File: src/rtl/pis_pkg.sv
package pis_pkg;
  localparam int WORD_W     = 9;
  localparam int STEPS      = 19;
  localparam int UP_FIRST   = 0;
  localparam int DOWN_FIRST = 15;
  localparam int IDX_W      = $clog2(STEPS + 1);

  typedef struct packed {
    logic [7:0]  cmd;
    logic [1:0]  nbytes;
    logic [15:0] val;
    logic        pause;
    logic        last;
  } step_t;

  function automatic step_t mk(input logic [7:0] c, input logic [1:0] n,
                               input logic [15:0] v, input logic p, input logic l);
    step_t s;
    s.cmd = c; s.nbytes = n; s.val = v; s.pause = p; s.last = l;
    return s;
  endfunction
endpackage

File: src/rtl/pis_script.sv
module pis_script
  import pis_pkg::*;
(
  input  logic [IDX_W-1:0] idx,
  output step_t            step
);
  always_comb begin
    case (idx)
      // power-up
      5'd0:  step = mk(8'h00, 2'd0, 16'h0000, 1'b1, 1'b0);
      5'd1:  step = mk(8'h00, 2'd0, 16'h0000, 1'b1, 1'b0);
      5'd2:  step = mk(8'h00, 2'd0, 16'h0000, 1'b1, 1'b0);
      5'd3:  step = mk(8'hB0, 2'd1, 16'h0017, 1'b0, 1'b0);
      5'd4:  step = mk(8'hBC, 2'd1, 16'h0080, 1'b0, 1'b0);
      5'd5:  step = mk(8'h3B, 2'd1, 16'h0000, 1'b0, 1'b0);
      5'd6:  step = mk(8'hB0, 2'd1, 16'h0016, 1'b0, 1'b0);
      5'd7:  step = mk(8'hB8, 2'd2, 16'hFFF9, 1'b0, 1'b0);
      5'd8:  step = mk(8'h11, 2'd0, 16'h0000, 1'b0, 1'b0);
      5'd9:  step = mk(8'hBA, 2'd1, 16'h0001, 1'b0, 1'b0);
      5'd10: step = mk(8'h3A, 2'd1, 16'h0060, 1'b0, 1'b0);
      5'd11: step = mk(8'hBD, 2'd1, 16'h0004, 1'b0, 1'b0);
      5'd12: step = mk(8'hC7, 2'd2, 16'h5533, 1'b0, 1'b0);
      5'd13: step = mk(8'hEC, 2'd2, 16'h01F0, 1'b0, 1'b0);
      5'd14: step = mk(8'h29, 2'd0, 16'h0000, 1'b0, 1'b1);
      // power-down
      5'd15: step = mk(8'h28, 2'd0, 16'h0000, 1'b0, 1'b0);
      5'd16: step = mk(8'hB8, 2'd2, 16'h8002, 1'b0, 1'b0);
      5'd17: step = mk(8'h10, 2'd0, 16'h0000, 1'b0, 1'b0);
      5'd18: step = mk(8'hB0, 2'd1, 16'h0000, 1'b0, 1'b1);
      default: step = mk(8'h00, 2'd0, 16'h0000, 1'b0, 1'b1);
    endcase
  end
endmodule

File: src/rtl/pis_bitshift.sv
module pis_bitshift #(
  parameter int HALF   = 4,
  parameter int WORD_W = 9
) (
  input  logic              clk,
  input  logic              rst_n,
  input  logic              go,
  input  logic [WORD_W-1:0] word,
  output logic              sclk,
  output logic              mosi,
  output logic              fin
);
  localparam int DIV_W = $clog2(HALF + 1);
  localparam int BIT_W = $clog2(WORD_W);

  logic              active, phase;
  logic [DIV_W-1:0]  div;
  logic [BIT_W-1:0]  left;
  logic [WORD_W-1:0] sh;

  always_ff @(posedge clk or negedge rst_n) begin
    if (!rst_n) begin
      active <= 1'b0; phase <= 1'b0; div <= '0; left <= '0; sh <= '0;
      sclk <= 1'b1; mosi <= 1'b1; fin <= 1'b0;
    end else begin
      fin <= 1'b0;
      if (go) begin
        active <= 1'b1;
        phase  <= 1'b0;
        div    <= '0;
        left   <= BIT_W'(WORD_W - 1);
        sh     <= {word[WORD_W-2:0], 1'b0};
        sclk   <= 1'b0;
        mosi   <= word[WORD_W-1];
      end else if (active) begin
        if (div == DIV_W'(HALF - 1)) begin
          div <= '0;
          if (!phase) begin
            sclk  <= 1'b1;
            phase <= 1'b1;
          end else if (left == '0) begin
            active <= 1'b0;
            fin    <= 1'b1;
          end else begin
            sclk  <= 1'b0;
            phase <= 1'b0;
            mosi  <= sh[WORD_W-1];
            sh    <= {sh[WORD_W-2:0], 1'b0};
            left  <= left - 1'b1;
          end
        end else begin
          div <= div + 1'b1;
        end
      end
    end
  end
endmodule

File: src/rtl/panel_init_seq.sv
module panel_init_seq
  import pis_pkg::*;
#(
  parameter int SCLK_HALF   = 4,
  parameter int WAIT_CYCLES = 100000
) (
  input  logic clk,
  input  logic rst_n,
  input  logic start_up,
  input  logic shut_down,
  output logic busy,
  output logic done,
  output logic sclk,
  output logic mosi,
  output logic cs_n
);
  localparam int GAP   = 2 * SCLK_HALF;
  localparam int MAXC  = (GAP > WAIT_CYCLES) ? GAP : WAIT_CYCLES;
  localparam int CNT_W = $clog2(MAXC + 1);

  typedef enum logic [2:0] {S_IDLE, S_SEND, S_WORD, S_GAP, S_PAUSE} st_t;

  st_t               st;
  logic [IDX_W-1:0]  idx;
  logic [1:0]        wsel;
  logic [CNT_W-1:0]  tcnt;
  logic              cs_q, done_q, fin, step_end;
  step_t             step;
  logic [WORD_W-1:0] word;

  pis_script u_script (.idx(idx), .step(step));

  always_comb begin
    case (wsel)
      2'd0:    word = {1'b0, step.cmd};
      2'd1:    word = (step.nbytes == 2'd2) ? {1'b1, step.val[15:8]} : {1'b1, step.val[7:0]};
      default: word = {1'b1, step.val[7:0]};
    endcase
  end

  pis_bitshift #(.HALF(SCLK_HALF), .WORD_W(WORD_W)) u_shift (
    .clk(clk), .rst_n(rst_n), .go(st == S_SEND), .word(word),
    .sclk(sclk), .mosi(mosi), .fin(fin)
  );

  assign step_end = (st == S_GAP && tcnt == CNT_W'(GAP - 1) && !step.pause) ||
                    (st == S_PAUSE && tcnt == CNT_W'(WAIT_CYCLES - 1));

  always_ff @(posedge clk or negedge rst_n) begin
    if (!rst_n) begin
      st <= S_IDLE; idx <= '0; wsel <= '0; tcnt <= '0; cs_q <= 1'b1; done_q <= 1'b0;
    end else begin
      done_q <= 1'b0;
      if (step_end) begin
        if (step.last) begin
          st     <= S_IDLE;
          done_q <= 1'b1;
        end else begin
          idx  <= idx + 1'b1;
          wsel <= '0;
          cs_q <= 1'b0;
          st   <= S_SEND;
        end
      end else begin
        case (st)
          S_IDLE: begin
            if (start_up || shut_down) begin
              idx  <= start_up ? IDX_W'(UP_FIRST) : IDX_W'(DOWN_FIRST);
              wsel <= '0;
              cs_q <= 1'b0;
              st   <= S_SEND;
            end
          end
          S_SEND: st <= S_WORD;
          S_WORD: begin
            if (fin) begin
              if (wsel == step.nbytes) begin
                cs_q <= 1'b1;
                tcnt <= '0;
                st   <= S_GAP;
              end else begin
                wsel <= wsel + 1'b1;
                st   <= S_SEND;
              end
            end
          end
          S_GAP: begin
            if (tcnt == CNT_W'(GAP - 1)) begin
              tcnt <= '0;
              st   <= S_PAUSE;
            end else begin
              tcnt <= tcnt + 1'b1;
            end
          end
          S_PAUSE: tcnt <= tcnt + 1'b1;
          default: st <= S_IDLE;
        endcase
      end
    end
  end

  assign busy = (st != S_IDLE);
  assign done = done_q;
  assign cs_n = cs_q;
endmodule

File: config.mk
export PLATFORM = sky130hd
export DESIGN_NAME = panel_init_seq
export DESIGN_NICKNAME = d
export VERILOG_FILES = /design/src/rtl/pis_pkg.sv /design/src/rtl/pis_script.sv /design/src/rtl/pis_bitshift.sv /design/src/rtl/panel_init_seq.sv
export SDC_FILE = /design/constraint.sdc
export NUM_CORES = 1
export LEC_CHECK = 0
export BUFFER_PORTS_ARGS = -buffer_cell sky130_fd_sc_hd__buf_2
export CAP_MARGIN = 40
export CORE_UTILIZATION = 35
export CTS_BUF_LIST = sky130_fd_sc_hd__clkbuf_8
export CTS_CLUSTER_DIAMETER = 40
export DETAILED_ROUTE_END_ITERATION = 8
export PLACE_DENSITY = 0.46
export SETUP_SLACK_MARGIN = 0.02
export SYNTH_ARGS = -nofsm -noshare
export SYNTH_HDL_FRONTEND = slang
export SYNTH_HIERARCHICAL = 1
export SYNTH_SLANG_ARGS = --single-unit
File: constraint.sdc
create_clock -name clk -period 5.41 [get_ports clk]
set_input_delay 1.082 -clock clk [delete_from_list [all_inputs] [get_ports clk]]
set_output_delay 1.082 -clock clk [all_outputs]
set_load 0.05 [all_outputs]
[After elaboration in Yosys (flattened, before gate mapping)]
Memory sizes are Yosys's and may differ from the RTL's.
Cells that the tools add are included.
W data, S select, Z words.
Word-level totals
  output and inout port bits: 5
  register bits: 50
  input port bits: 4
  bits in read-only memories: 896
  memories: 1
  word-level logic and storage cells: 136
Memories
  (name not given): depth 32, bits a word 28, read ports 1, clocked after memory_dff 0, wr ports 0, line pis_script.sv:8  | case (idx)
Operators by class
  mux-type cells: 69
  add/sub/neg operators: 5
  reduce and logical (&&, ||, !) cells: 25
  bitwise operators: 1
  eq/ne operators: 21
Operators by type and width (count)
  $mux W17: 3
  $pmux W17 S3: 1
  $mux W9: 5
  $mux W1: 32
  $mux W4: 6
  $mux W3: 7
  $mux W5: 4
  $pmux W9 S2: 1
  $add A17 B1 Y17 const B: 1
  $eq A17 B17 Y1 const B: 1
  $eq A17 B3 Y1 const B: 1
  $pmux W3 S5: 1
  $mux W2: 6
  $reduce_and A4 Y1: 3
  $reduce_and A5 Y1: 2
  $reduce_bool A2 Y1: 5
  $eq A3 B2 Y1 const B: 3
  $ne A3 B2 Y1 const B: 3
  $ne A3 B3 Y1 const B: 3
  $reduce_bool A3 Y1: 3
  $mux W8: 1
  $ne A2 B2 Y1 const B: 3
  $reduce_and A3 Y1: 2
  $add A5 B1 Y5 const B: 1
  other kinds (19): 23

[Depth between registers and ports, before layout]
  depth in word-level cells: 6
  gate-level depth with buffers: 12
  gate-level depth less buffers: 11

[Hierarchy]
The synthesis kept the hierarchy.
By module, submodules not included
  panel_init_seq: sequential area each 726.9 um^2, times used 1, area an instance 2060.7 um^2, cells each 232
  pis_bitshift: sequential area each 503.0 um^2, times used 1, area an instance 1118.6 um^2, cells each 112
  pis_script: sequential area each 0.0 um^2, times used 1, area an instance 599.3 um^2, cells each 92

[Worst setup path after synthesis]
OpenSTA, ideal clock, no wires.
  path type: register to register
  start point: register idx[0]
  end point: register tcnt[2]
  data arrival time: 2.572 ns
  buffers on the path: 1
  stages on the path, launching flop included: 12
  data required time: 5.289 ns
  setup slack: 2.717 ns
  period minus slack after synthesis: 2.693 ns
  setup time: 0.121 ns
  path through: dfrtp_1 > inv_1 > ha_1 > nand3b_1 > a21oi_1 > or2_1 > xnor2_1 > a31oi_1 > o31ai_1 > clkbuf_1 > o211ai_1 > a22o_1
RTL lines
  from (decl): line panel_init_seq.sv:24  | logic [IDX_W-1:0] idx;
  from (signal assigned): line panel_init_seq.sv:59  | idx <= idx + 1'b1;
  from (signal assigned): line panel_init_seq.sv:68  | idx <= start_up ? IDX_W'(UP_FIRST) : IDX_W'(DOWN_FIRST);
  to (signal assigned): line panel_init_seq.sv:92  | tcnt <= tcnt + 1'b1;
  to (signal assigned): line panel_init_seq.sv:95  | S_PAUSE: tcnt <= tcnt + 1'b1;
  to (decl): line panel_init_seq.sv:26  | logic [CNT_W-1:0] tcnt;

==> tab_implementation.tex <==
\begin{tabular}{lr}
\hline
Metric & Value \\
\hline
\multicolumn{2}{l}{\textbf{Run status}} \\
\quad Run status & completed \\
\multicolumn{2}{l}{\textbf{Cells and area}} \\
\quad End-of-flow core utilization & between 30 and 40\% \\
\quad Number of fill cells & roughly 1100 \\
\quad Share of post-route cells with drive strength above 1 & a little under an eighth \\
\quad Number of nets in the final layout & between 400 and 500 \\
\quad Synth-to-layout area growth & 4.64\% \\
\quad Most frequent cells in the layout & 46 x dfrtp\_1, 34 x nor2\_1, 25 x a21oi\_1, 22 x nand2\_1, 21 x inv\_1 \\
\quad Multi-input gate area & $\sim$0.0023 sq mm \\
\quad Ant diodes & 0 \\
\quad Area used by sequential logic in the layout & around 0.0012 sq mm \\
\quad Most frequent standard cell in the layout excluding fill and tap cells & dfrtp\_1 \\
\multicolumn{2}{l}{\textbf{GRT}} \\
\quad Pin count of the biggest net entering global routing & 50 \\
\quad Total congestion overflow after global routing & 0 \\
\quad Global routing usage summed across all routing layers & approximately 17\% \\
\quad First-pass GRT wire length & around 16000 microns \\
\quad Initial antenna violation count & 0 \\
\quad Vias in the first global route & 3212 \\
\multicolumn{2}{l}{\textbf{Placed design}} \\
\quad Routability-driven placement congestion ratio & around 0.8 \\
\quad Placed wire-length estimate after detailed placement & about 6500 microns \\
\quad IO Port Bufs & 8 \\
\multicolumn{2}{l}{\textbf{Synth}} \\
\quad Synthesized flop and latch total & between 40 and 50 \\
\quad Synth top area share & a little under a third \\
\quad Proportion of synthesized flip-flops having asynchronous set or reset & 100\% \\
\quad Syn Std Cell Area & between 0.003 and 0.004 sq mm \\
\quad Mean instance size in the synthesized netlist & about 8.7 sq um \\
\quad Largest cells by area after synthesis & dfrtp\_1 30\%, ha\_1 4.6\%, nor2\_1 3.4\% \\
\quad Warning count from the yosys run & 6 \\
\quad Number of enable flip-flop cells after synthesis & 0 \\
\quad Prevailing post-synth register cell & dfrtp\_1 \\
\quad Cell type with the highest aggregate area in the netlist & dfrtp\_1 \\
\quad Number of nets produced by synthesis & 454 \\
\quad Sequential share of the synthesized area & 32.5\% \\
\quad Number of instances in the synthesized netlist & $\sim$440 \\
\quad Post-synthesis cell type count & 71 \\
\multicolumn{2}{l}{\textbf{Setup path}} \\
\quad Highest net fanout along the worst path & 14 \\
\quad Worst reg-to-reg path cell count & 11 \\
\quad Delay of the slowest critical-path stage & 0.62 ns \\
\quad Slowest CP cell & dfrtp\_1 \\
\quad Data required, critical path & approximately 5.6 ns \\
\quad Startpoint of the worst register-to-register path & idx[0] \\
\quad Cells traversed along the worst timing path & inv\_1 > ha\_1 > nand3b\_1 > a21oi\_1 > or2\_1 > xnor2\_1 > a31oi\_1 > o31ai\_1 > buf\_4 > nand2\_2 > a221o\_1 \\
\quad Endpoint arrival time on the critical path & between 3 and 4 ns \\
\quad Setup CP Type & reg -> reg \\
\quad Register-to-Register Setup Slack & between 2 and 2.5 ns \\
\quad Critical path startpoint & idx[0] \\
\quad Capturing element type of the critical path & flop \\
\quad R2R Path End & tcnt[4] \\
\quad Capturing instance or port of the critical path & tcnt[4] \\
\quad Nature of the critical path startpoint & flop \\
\multicolumn{2}{l}{\textbf{Clocking}} \\
\quad Number of buffers on the longest clock path & 2 \\
\quad Number of sinks driven by the clock tree & 49 \\
\quad Clock slew seen by the registers of the worst setup and hold paths & approximately 0.10 ns \\
\quad Number of setup buffers added after CTS & 0 \\
\quad CTS tree & done \\
\quad Total CTS buffers & 5 \\
\quad Number of instances resized during post-cts repair & 0 \\
\quad H-tree lvl count & 2 \\
\quad Hold buffers post-CTS & 0 \\
\quad Clock root buffer master & clkbuf\_8 \\
\quad Latest clock arrival within the worst-skew pair & 0.31 ns \\
\multicolumn{2}{l}{\textbf{Power and ir drop}} \\
\quad Leakage power summed over all cells & around 0.0016 uW \\
\quad Power per cell area & roughly 170 mW/mm\^{}2 \\
\quad Worst voltage drop across the vdd grid & between 0.08 and 0.09 mV \\
\multicolumn{2}{l}{\textbf{Floorplanning}} \\
\quad Effective utilization at floorplan & between 30\% and 40\% \\
\quad Placeable Area & about 0.010 sq mm \\
\quad Number of ports placed on the die boundary & 9 \\
\quad Die Y & between 100 and 150 microns \\
\quad Die X-Extent & between 100 and 150 microns \\
\quad Row Count & 37 \\
\quad Area of the die & about 0.011 sq mm \\
\multicolumn{2}{l}{\textbf{Route}} \\
\quad Via density & about 5.8 \\
\quad First drt pass iteration count & 4 \\
\quad DR WL/cell & between 15 and 20 microns \\
\quad Count of routing violations after the opening detailed-route iteration & around 210 \\
\quad DR vias & between 3000 and 4000 \\
\quad Aggregate routed wire length & approximately 9400 microns \\
\quad DRC violation count after routing & 0 \\
\quad Number of nets still failing antenna checks after routing & 0 \\
\multicolumn{2}{l}{\textbf{STA}} \\
\quad Measured slew at the worst slew-check pin & approximately 0.88 ns \\
\quad Final critical delay including setup and external delays & $\sim$3.2 ns \\
\quad Final hold viol count & 0 \\
\quad Sum of negative setup slack & 0 ns \\
\quad RSZ-0062 raised after global routing & no \\
\quad Rel. slew slack & 41.3\% \\
\quad Final setup fails & 0 \\
\quad Final setup skew & roughly 0.007 ns \\
\quad Final Slew Violations & 0 \\
\quad Highest attainable clock frequency & between 300 and 400 MHz \\
\quad Crit share post-route & 58.7\% \\
\quad Hold slack final & $\sim$0.49 ns \\
\multicolumn{2}{l}{\textbf{Job}} \\
\quad Max capacitance violation total & 0 \\
\multicolumn{2}{l}{\textbf{Hold path}} \\
\quad Worst hold path type & reg -> reg \\
\hline
\end{tabular}
-- synthesized netlist by cell type, types with 3 or more instances --
cell       number
nand3b_1        4
nor3_1         15
a21oi_1        25
a21o_1          5
or3_1           6
a211oi_1        9
mux2i_1        11
and2_1          3
nor2_1         34
nand4_1         4
xnor2_1         3
o22ai_1         9
nand2_1        22
or3b_1          3
nor2b_1         7
o21ai_1         5
o21ai_0        18
a221o_1         4
o211ai_1        7
a31oi_1         7
nor4b_1         4
nand2b_1        7
o2bb2ai_1       6
a22o_1          9
nor3b_1         4
buf_6           3
clkbuf_1       10
ha_1           14
dfrtp_1        46
or2_2           6
buf_2           8
and3_1          7
nand3_1        15
dfstp_2         3
a22oi_1         8
nor4_1         12
inv_1          20
buf_4          10
-- state kept, by name, indices dropped and copies added, names as in the netlist, 2 cells and up --
| name | flops |
|---|---|
| tcnt | 17 |
| u_shift/sh | 8 |
| idx | 5 |
| u_shift/left | 4 |
| st | 3 |
| u_shift/div | 3 |
| wsel | 2 |
-- worst max-delay path: cells and delay by family (launching register included) --
family | cells | cell delay (ns)
compound gates | 4 | 0.86
flops | 1 | 0.62
simple gates | 3 | 0.58
buf+inv | 2 | 0.41
fa+ha+maj | 1 | 0.31
xor+xnor | 1 | 0.27
-- where the power goes --
group | leakage (uW) | total [uW] | internal [uW] | switching, uW
clock | 0.0000626 | 281 | 149 | 132
combinational | 0.000927 | 28.9 | 10.1 | 18.7
sequential | 0.000639 | 373 | 367 | 6.02
-- logic make-up (layout without fill, tap and decap cells) --
logic type      count (synthesis)  in the layout  synth area share [%]
buf+inv                        53             42                  7.12
simple gates                  170            170                  26.2
mux                            13             13                  3.51
flops                          49             49                  32.5
fa+ha+maj                      14             14                  4.64
xor+xnor                        3              3                 0.695
compound gates                134            134                  25.3
-- worst min path at each step --
stage	from	endpoint	slack, ns	cells past startpoint
2_1_floorplan	u_shift/left[0]	u_shift/left[0]	0.45	1
3_3_place_gp	u_shift/mosi	u_shift/mosi	0.47	2
3_5_place_dp	u_shift/mosi	u_shift/mosi	0.48	2
4_1_cts	u_shift/mosi	u_shift/mosi	0.50	2
5_1_grt	u_shift/sh[1]	u_shift/sh[1]	0.52	1
6_report	u_shift/mosi	u_shift/mosi	0.49	2
-- metrics by stage --
| stage | instances | total power [uW] | cell area [sq um] | setup WS [ns] |
|---|---|---|---|---|
| 2_1_floorplan | 436 | 396 | 3780 | 2.72 |
| 6_report | 561 | 683 | 3950 | 2.24 |
| 4_1_cts | 561 | 692 | 3950 | 2.25 |
| 3_5_place_dp | 553 | 410 | 3840 | 2.31 |
| 3_3_place_gp | 552 | 410 | 3830 | 2.16 |
| 5_1_grt | 561 | 712 | 3950 | 1.93 |
-- layout make-up --
type                            instances  area share (%)
Clock inverter                          2           0.854
Clock buffer                            6            2.09
Multi-Input combinational cell        334            57.8
Inverter                               22            2.09
Timing Repair Buffer                   12            1.77
Sequential cell                        49            31.1
Tap cell                              136            4.30
-- routing by layer --
| layer | global-route usage (%) | part of all wire (%) | up-vias |
|---|---|---|---|
| met5 | 0 | 0 | - |
| met4 | 4.76 | 1.1 | 0 |
| met3 | 2.21 | 2.4 | 9 |
| met2 | 29.4 | 47 | 53 |
| met1 | 23.5 | 50 | 1590 |
| li1 | - | - | 1609 |
Power figures use the tool's default switching activity.
